[config.mk]
export PLATFORM = sky130hd
export DESIGN_NAME = gpio_irq_sense
export DESIGN_NICKNAME = d
export VERILOG_FILES = /design/src/rtl/gpio_irq_sense_pkg.sv /design/src/rtl/gpio_irq_sense_ctrl.sv /design/src/rtl/gpio_irq_sense_detect.sv /design/src/rtl/gpio_irq_sense_dp.sv /design/src/rtl/gpio_irq_sense.sv
export SDC_FILE = /design/constraint.sdc
export NUM_CORES = 1
export LEC_CHECK = 0
export CAP_MARGIN = 10
export CELL_PAD_IN_SITES_DETAIL_PLACEMENT = 1
export CELL_PAD_IN_SITES_GLOBAL_PLACEMENT = 2
export CORE_MARGIN = 2
export CORE_UTILIZATION = 38
export DETAILED_ROUTE_END_ITERATION = 6
export GPL_ROUTABILITY_DRIVEN = 1
export PLACE_DENSITY = 0.85
export RECOVER_POWER = 50
export SLEW_MARGIN = 20
export SYNTH_ARGS = -nofsm -noshare
export SYNTH_HDL_FRONTEND = slang
export SYNTH_SLANG_ARGS = --single-unit
export TNS_END_PERCENT = 1
[constraint.sdc]
create_clock -name clk -period 6.2 [get_ports clk]
set_clock_uncertainty 0.15 [all_clocks]
set_input_delay 1.24 -clock clk [delete_from_list [all_inputs] [get_ports clk]]
set_output_delay 1.24 -clock clk [all_outputs]
set_load 0.01 [all_outputs]
[src/rtl/gpio_irq_sense_pkg.sv]
package gpio_irq_sense_pkg;

  // Detection conditions held in bits 2:0 of a pin's sense code
  localparam logic [2:0] SENSE_RISE = 3'd0;
  localparam logic [2:0] SENSE_FALL = 3'd1;
  localparam logic [2:0] SENSE_HIGH = 3'd2;
  localparam logic [2:0] SENSE_LOW  = 3'd3;
  localparam logic [2:0] SENSE_BOTH = 3'd4;

  typedef enum logic [2:0] {
    RD_ZERO,
    RD_DETEN,
    RD_MASK,
    RD_RAW,
    RD_MASKED,
    RD_SENSE
  } rdSel_e;

  // Strobes from decode to datapath
  typedef struct packed {
    logic       detEnWr;
    logic       unmaskWr;
    logic       maskWr;
    logic       ackWr;
    logic       senseWr;
    logic [3:0] senseIdx;
    rdSel_e     rdSel;
  } regStrobe_t;

endpackage

[src/rtl/gpio_irq_sense_ctrl.sv]
module gpio_irq_sense_ctrl
  import gpio_irq_sense_pkg::*;
#(
  parameter int ADDR_W     = 7,
  parameter int SENSE_REGS = 4
) (
  input  logic              regWrEn,
  input  logic [ADDR_W-1:0] regAddr,
  output regStrobe_t        strobe
);

  localparam int WORD_W = ADDR_W - 2;
  localparam logic [WORD_W-1:0] W_DETEN  = WORD_W'(5);
  localparam logic [WORD_W-1:0] W_UNMASK = WORD_W'(6);
  localparam logic [WORD_W-1:0] W_MASK   = WORD_W'(7);
  localparam logic [WORD_W-1:0] W_RAW    = WORD_W'(8);
  localparam logic [WORD_W-1:0] W_MSKD   = WORD_W'(9);
  localparam logic [WORD_W-1:0] W_ACK    = WORD_W'(10);
  localparam logic [WORD_W-1:0] W_SENSE  = WORD_W'(16);
  localparam logic [WORD_W-1:0] W_SENSE_END = WORD_W'(16 + SENSE_REGS);

  logic [WORD_W-1:0] wordAddr;
  logic [WORD_W-1:0] senseOff;
  logic              aligned;
  logic              inSense;

  assign wordAddr = regAddr[ADDR_W-1:2];
  assign aligned  = (regAddr[1:0] == 2'b00);
  assign senseOff = wordAddr - W_SENSE;
  assign inSense  = (wordAddr >= W_SENSE) && (wordAddr < W_SENSE_END);

  always_comb begin
    strobe          = '0;
    strobe.rdSel    = RD_ZERO;
    strobe.senseIdx = 4'(senseOff);
    if (aligned) begin
      if (inSense) begin
        strobe.senseWr = regWrEn;
        strobe.rdSel   = RD_SENSE;
      end else begin
        unique case (wordAddr)
          W_DETEN: begin
            strobe.detEnWr = regWrEn;
            strobe.rdSel   = RD_DETEN;
          end
          W_UNMASK: strobe.unmaskWr = regWrEn;
          W_MASK: begin
            strobe.maskWr = regWrEn;
            strobe.rdSel  = RD_MASK;
          end
          W_RAW:  strobe.rdSel = RD_RAW;
          W_MSKD: strobe.rdSel = RD_MASKED;
          W_ACK:  strobe.ackWr = regWrEn;
          default: ;
        endcase
      end
    end
  end

endmodule

[src/rtl/gpio_irq_sense_detect.sv]
module gpio_irq_sense_detect
  import gpio_irq_sense_pkg::*;
(
  input  logic       pinNow,
  input  logic       pinPrev,
  input  logic [2:0] mode,
  output logic       hit
);

  always_comb begin
    unique case (mode)
      SENSE_RISE: hit = pinNow & ~pinPrev;
      SENSE_FALL: hit = ~pinNow & pinPrev;
      SENSE_HIGH: hit = pinNow;
      SENSE_LOW:  hit = ~pinNow;
      SENSE_BOTH: hit = pinNow ^ pinPrev;
      default:    hit = 1'b0;
    endcase
  end

endmodule

[src/rtl/gpio_irq_sense_dp.sv]
module gpio_irq_sense_dp
  import gpio_irq_sense_pkg::*;
#(
  parameter int PIN_COUNT      = 32,
  parameter int CODE_W         = 4,
  parameter int FIELDS_PER_REG = 8
) (
  input  logic                 clk,
  input  logic                 rstN,
  input  regStrobe_t           strobe,
  input  logic [PIN_COUNT-1:0] wrData,
  input  logic [PIN_COUNT-1:0] pinIn,
  output logic [PIN_COUNT-1:0] rdData,
  output logic [PIN_COUNT-1:0] rawVec,
  output logic [PIN_COUNT-1:0] maskVec,
  output logic [PIN_COUNT-1:0] detEnVec,
  output logic                 irqLow,
  output logic                 irqHigh
);

  localparam int SENSE_REGS = PIN_COUNT / FIELDS_PER_REG;
  localparam int SENSE_W    = FIELDS_PER_REG * CODE_W;
  localparam int HALF       = PIN_COUNT / 2;

  logic [PIN_COUNT-1:0] detEnQ, maskQ, rawQ, prevQ;
  logic [PIN_COUNT-1:0] hitVec, evtVec, ackVec;
  logic [SENSE_W-1:0]   senseQ [SENSE_REGS];

  // Per-pin condition decode
  for (genvar p = 0; p < PIN_COUNT; p++) begin : g_pin
    localparam int RI = p / FIELDS_PER_REG;
    localparam int FI = p % FIELDS_PER_REG;
    gpio_irq_sense_detect u_det (
      .pinNow (pinIn[p]),
      .pinPrev(prevQ[p]),
      .mode   (senseQ[RI][FI*CODE_W +: 3]),
      .hit    (hitVec[p])
    );
  end

  assign evtVec = hitVec & detEnQ;
  assign ackVec = strobe.ackWr ? wrData : '0;

  always_ff @(posedge clk) begin
    if (!rstN) begin
      detEnQ <= '0;
      maskQ  <= '0;
      rawQ   <= '0;
      prevQ  <= '0;
    end else begin
      prevQ <= pinIn;
      rawQ  <= (rawQ | evtVec) & ~ackVec;
      if (strobe.detEnWr) detEnQ <= wrData;
      if (strobe.unmaskWr)    maskQ <= maskQ | wrData;
      else if (strobe.maskWr) maskQ <= maskQ & ~wrData;
    end
  end

  for (genvar i = 0; i < SENSE_REGS; i++) begin : g_sense
    always_ff @(posedge clk) begin
      if (!rstN) senseQ[i] <= '0;
      else if (strobe.senseWr && strobe.senseIdx == 4'(i))
        senseQ[i] <= wrData[SENSE_W-1:0];
    end
  end

  always_comb begin
    rdData = '0;
    unique case (strobe.rdSel)
      RD_DETEN:  rdData = detEnQ;
      RD_MASK:   rdData = maskQ;
      RD_RAW:    rdData = rawQ;
      RD_MASKED: rdData = rawQ & maskQ;
      RD_SENSE: begin
        for (int i = 0; i < SENSE_REGS; i++)
          if (strobe.senseIdx == 4'(i)) rdData = PIN_COUNT'(senseQ[i]);
      end
      default: rdData = '0;
    endcase
  end

  assign irqLow   = |(rawQ[HALF-1:0] & maskQ[HALF-1:0]);
  assign irqHigh  = |(rawQ[PIN_COUNT-1:HALF] & maskQ[PIN_COUNT-1:HALF]);
  assign rawVec   = rawQ;
  assign maskVec  = maskQ;
  assign detEnVec = detEnQ;

endmodule

[src/rtl/gpio_irq_sense.sv]
module gpio_irq_sense
  import gpio_irq_sense_pkg::*;
#(
  parameter int PIN_COUNT = 32,
  parameter int ADDR_W    = 7
) (
  input  logic                 clk,
  input  logic                 rstN,
  input  logic                 regWrEn,
  input  logic [ADDR_W-1:0]    regAddr,
  input  logic [PIN_COUNT-1:0] regWrData,
  output logic [PIN_COUNT-1:0] regRdData,
  input  logic [PIN_COUNT-1:0] pinIn,
  output logic                 irqLow,
  output logic                 irqHigh
);

  localparam int CODE_W         = 4;
  localparam int FIELDS_PER_REG = 8;
  localparam int SENSE_REGS     = PIN_COUNT / FIELDS_PER_REG;

  regStrobe_t           strobe;
  logic [PIN_COUNT-1:0] rawVec, maskVec, detEnVec;

  gpio_irq_sense_ctrl #(
    .ADDR_W    (ADDR_W),
    .SENSE_REGS(SENSE_REGS)
  ) u_ctrl (
    .regWrEn(regWrEn),
    .regAddr(regAddr),
    .strobe (strobe)
  );

  gpio_irq_sense_dp #(
    .PIN_COUNT     (PIN_COUNT),
    .CODE_W        (CODE_W),
    .FIELDS_PER_REG(FIELDS_PER_REG)
  ) u_dp (
    .clk     (clk),
    .rstN    (rstN),
    .strobe  (strobe),
    .wrData  (regWrData),
    .pinIn   (pinIn),
    .rdData  (regRdData),
    .rawVec  (rawVec),
    .maskVec (maskVec),
    .detEnVec(detEnVec),
    .irqLow  (irqLow),
    .irqHigh (irqHigh)
  );

endmodule

==> results_dict.tcl <==
set metrics [dict create \
    syn_avg_cell_area_um2 9.31 \
    die_height_um 201 \
    htree_levels 1 \
    fin_crit_sh_pct 91.5 \
    reg2regPathDepth 4 \
    syn_nets 1720 \
    violations "capacitance limit, slew limit" \
    areaGrowthSynthToFinish_pct 18.0 \
    netlist_area_um2 14700 \
    ir_drop_mv 0.216 \
    ys.flop_type "edfxtp_1" \
    synth_commonest_cells "nor2_1, a21oi_1, and2_1, dfxtp_1, edfxtp_1" \
    cts_resized 0 \
    ff2ff_setup_slack_ns 4.22 \
    row_count 72 \
    drtPass1Iterations 7 \
    drt_iter0_markers 840 \
    synth_top_area_share_pct 26.1 \
    finalSetupTns_ns 0 \
    antenna_found_initial 2 \
    vias 12900 \
    power_density_nw_per_um2 243 \
    worst_pin_slew_ns 2.84 \
    rsz0062_at_grt "false" \
    rr_startpoint "u_dp.senseQ[3][8]" \
    initial_core_util_pct 38.3 \
    synthMuxAreaShare_pct 4.62 \
    synth-async-reset-ratio_pct 0 \
    nNetsFinal 1786 \
    whs_path_depth 2 \
    wl_met2_um 24800 \
    cp_cell_sequence "buf_2 > nor2b_1 > clkbuf_1 > a2bb2oi_1 > nor3_1 > a2111o_1 > clkdlybuf4s50_1" \
    p_leak_nw 6.61 \
    met1Wirelength_um 23000 \
    setup_viol 0 \
    path_clk_slew_ns 0.06 \
    critical_path_required_ns 4.81 \
    synth_simple_gate_area_share_pct 17.8 \
    worstPathBufferInverterCount 3 \
    routed_via_density 5.90 \
    max_cap_viol_count 9 \
    r2r_end "u_dp.rawVec[26]" \
    wl_per_cell_um 24.3 \
    cp-start-kind "input port" \
    cp_top_family "buffers and inverters" \
    yosysWarnings 0 \
    crit_fanout 18 \
    cts_tree "yes" \
    core_area_um2 38500 \
    hp-class "reg2reg" \
    gp_congestion 0.857 \
    grt_remaining_overflow 0 \
    clock_latency_ns 0.58 \
    ys_seq_area_share_pct 43.5 \
    synthAdderAreaFrac_pct 5.44 \
    synth_edf_count 128 \
    endpoint_kind "output pin" \
    grt_start_max_net_pins 67 \
    drive_gt1_share_pct 8.37 \
    grt_pass1_vias 13500 \
    setup_slack_ns 0.529 \
    synth_most_common_cell "nor2_1" \
    grt_pass1_wl_um 81800 \
    crit_end "regRdData[26]" \
    die_area_um2 40400 \
    totalWireLength_um 53400 \
    status "complete, but fails checks" \
    cts_sinks 256 \
    post-route-drc-count 0 \
    post-place-ws_ns 0.703 \
    dp_hpwl_um 35900 \
    fmax_mhz 176 \
    worst_path_max_delay_cell "nor2b_1" \
    synthCells 1582 \
    fp.dieW_um 201 \
    synth_cell_types 47 \
    cts_buffer_depth 3 \
    finalHoldViolCount 0 \
    synth_top_family_by_area "compound AO/OA/AOI/OAI gates" \
    power_mw 4.22 \
    worstPathArrival_ns 4.28 \
    startpoint "regAddr[2]" \
    postCtsHoldBufs 0 \
    fin_crit_ns 5.67 \
    top_layer_used "met4" \
    synth_top_area_cell "edfxtp_1" \
    timing_max_transition_violations_final 271 \
    relSlewSlack_pct -90.8 \
    cts-root-buf "clkbuf_16" \
    synth_compound_area_share_pct 21.8 \
    ys_top_cells_by_area "edfxtp_1, dfxtp_1, and2_1, ha_1, a21oi_1" \
    cts_setup_buffers 0 \
    synth-seq-cells 256 \
    io_buffers 107 \
    crit_type "in2out" \
    cts_buffers 31 \
    grt_util_all_layers_pct 26.1 \
    postRouteAntennaNets 0 \
    slowest_delay_ns 0.83 \
    worstSetupPathDepth 7 \
    num_io_pins 108 \
    route.met3.wl_um 3140 \
    synthXorXnorAreaFrac_pct 1.90 \
]
==> worst min-delay path, stage by stage (launching register included) <==
cell and delay (ns):
dfxtp_1 0.32, nand2_1 0.06, a21oi_1 0.05
==> per-stage QoR <==
stage / hold slack (ns) / cell area [um2] / instances / utilization (%)
4_1_cts: 0.320 / 17500 / 2191 / 45.4
3_5_place_dp: 0.312 / 16400 / 2133 / 42.5
2_1_floorplan: 0.296 / 14700 / 1582 / -
3_3_place_gp: 0.304 / 16400 / 2133 / 42.5
6_report: 0.321 / 17400 / 2193 / 45.2
5_1_grt: 0.342 / 17400 / 2191 / 45.2
==> area by class of cell <==
class / instances / area, um2
clock buffer: 38 / 886
multi-input combinational: 1146 / 7640
timing repair buffer: 148 / 1340
fill: 4378 / 21100
inverter: 65 / 245
clock inverter: 20 / 206
sequential: 256 / 6410
antenna: 2 / 5.00
tap: 518 / 648
==> metal layers <==
layer | global-route usage (%) | vias to the layer above
li1 | - | 5901
met4 | 10.9 | 0
met2 | 43.4 | 384
met1 | 34.2 | 6513
met3 | 3.60 | 130
met5 | 0 | -
==> cell usage in the layout, fill, tap and decap left out, drive strengths merged, types with 65 or more instances in the layout <==
cell           instances
edfxtp               128
inv                   65
nand2                100
dfxtp                128
a21oi                128
nor2                 133
o21ai                 99
clkdlybuf4s50        101
nor3                  67
and2                 128
==> report_power, final <==
part           internal [mW]  switching [mW]  total, mW
Sequential              1.83          0.0497       1.88
Clock                   1.18           0.765       1.94
Combinational          0.146           0.253      0.399
==> how the worst min path moves through the flow <==
| stage | endpoint | from |
|---|---|---|
| final | u_dp.detEnVec[13] | u_dp.detEnVec[13] |
| after global routing | u_dp.detEnVec[20] | u_dp.detEnVec[20] |
| after CTS | u_dp.detEnVec[21] | u_dp.detEnVec[21] |
| after detailed placement | u_dp.detEnVec[21] | u_dp.detEnVec[21] |
| after global placement | u_dp.detEnVec[27] | u_dp.detEnVec[27] |
| after floorplan | u_dp.detEnVec[0] | u_dp.detEnVec[0] |
==> logic make-up after synthesis <==
group           after synthesis
simple gates                517
compound gates              469
flops                       256
buf+inv                     180
mux                          64
fa+ha+maj                    64
xor+xnor                     32
Power figures use the tool's default switching activity.
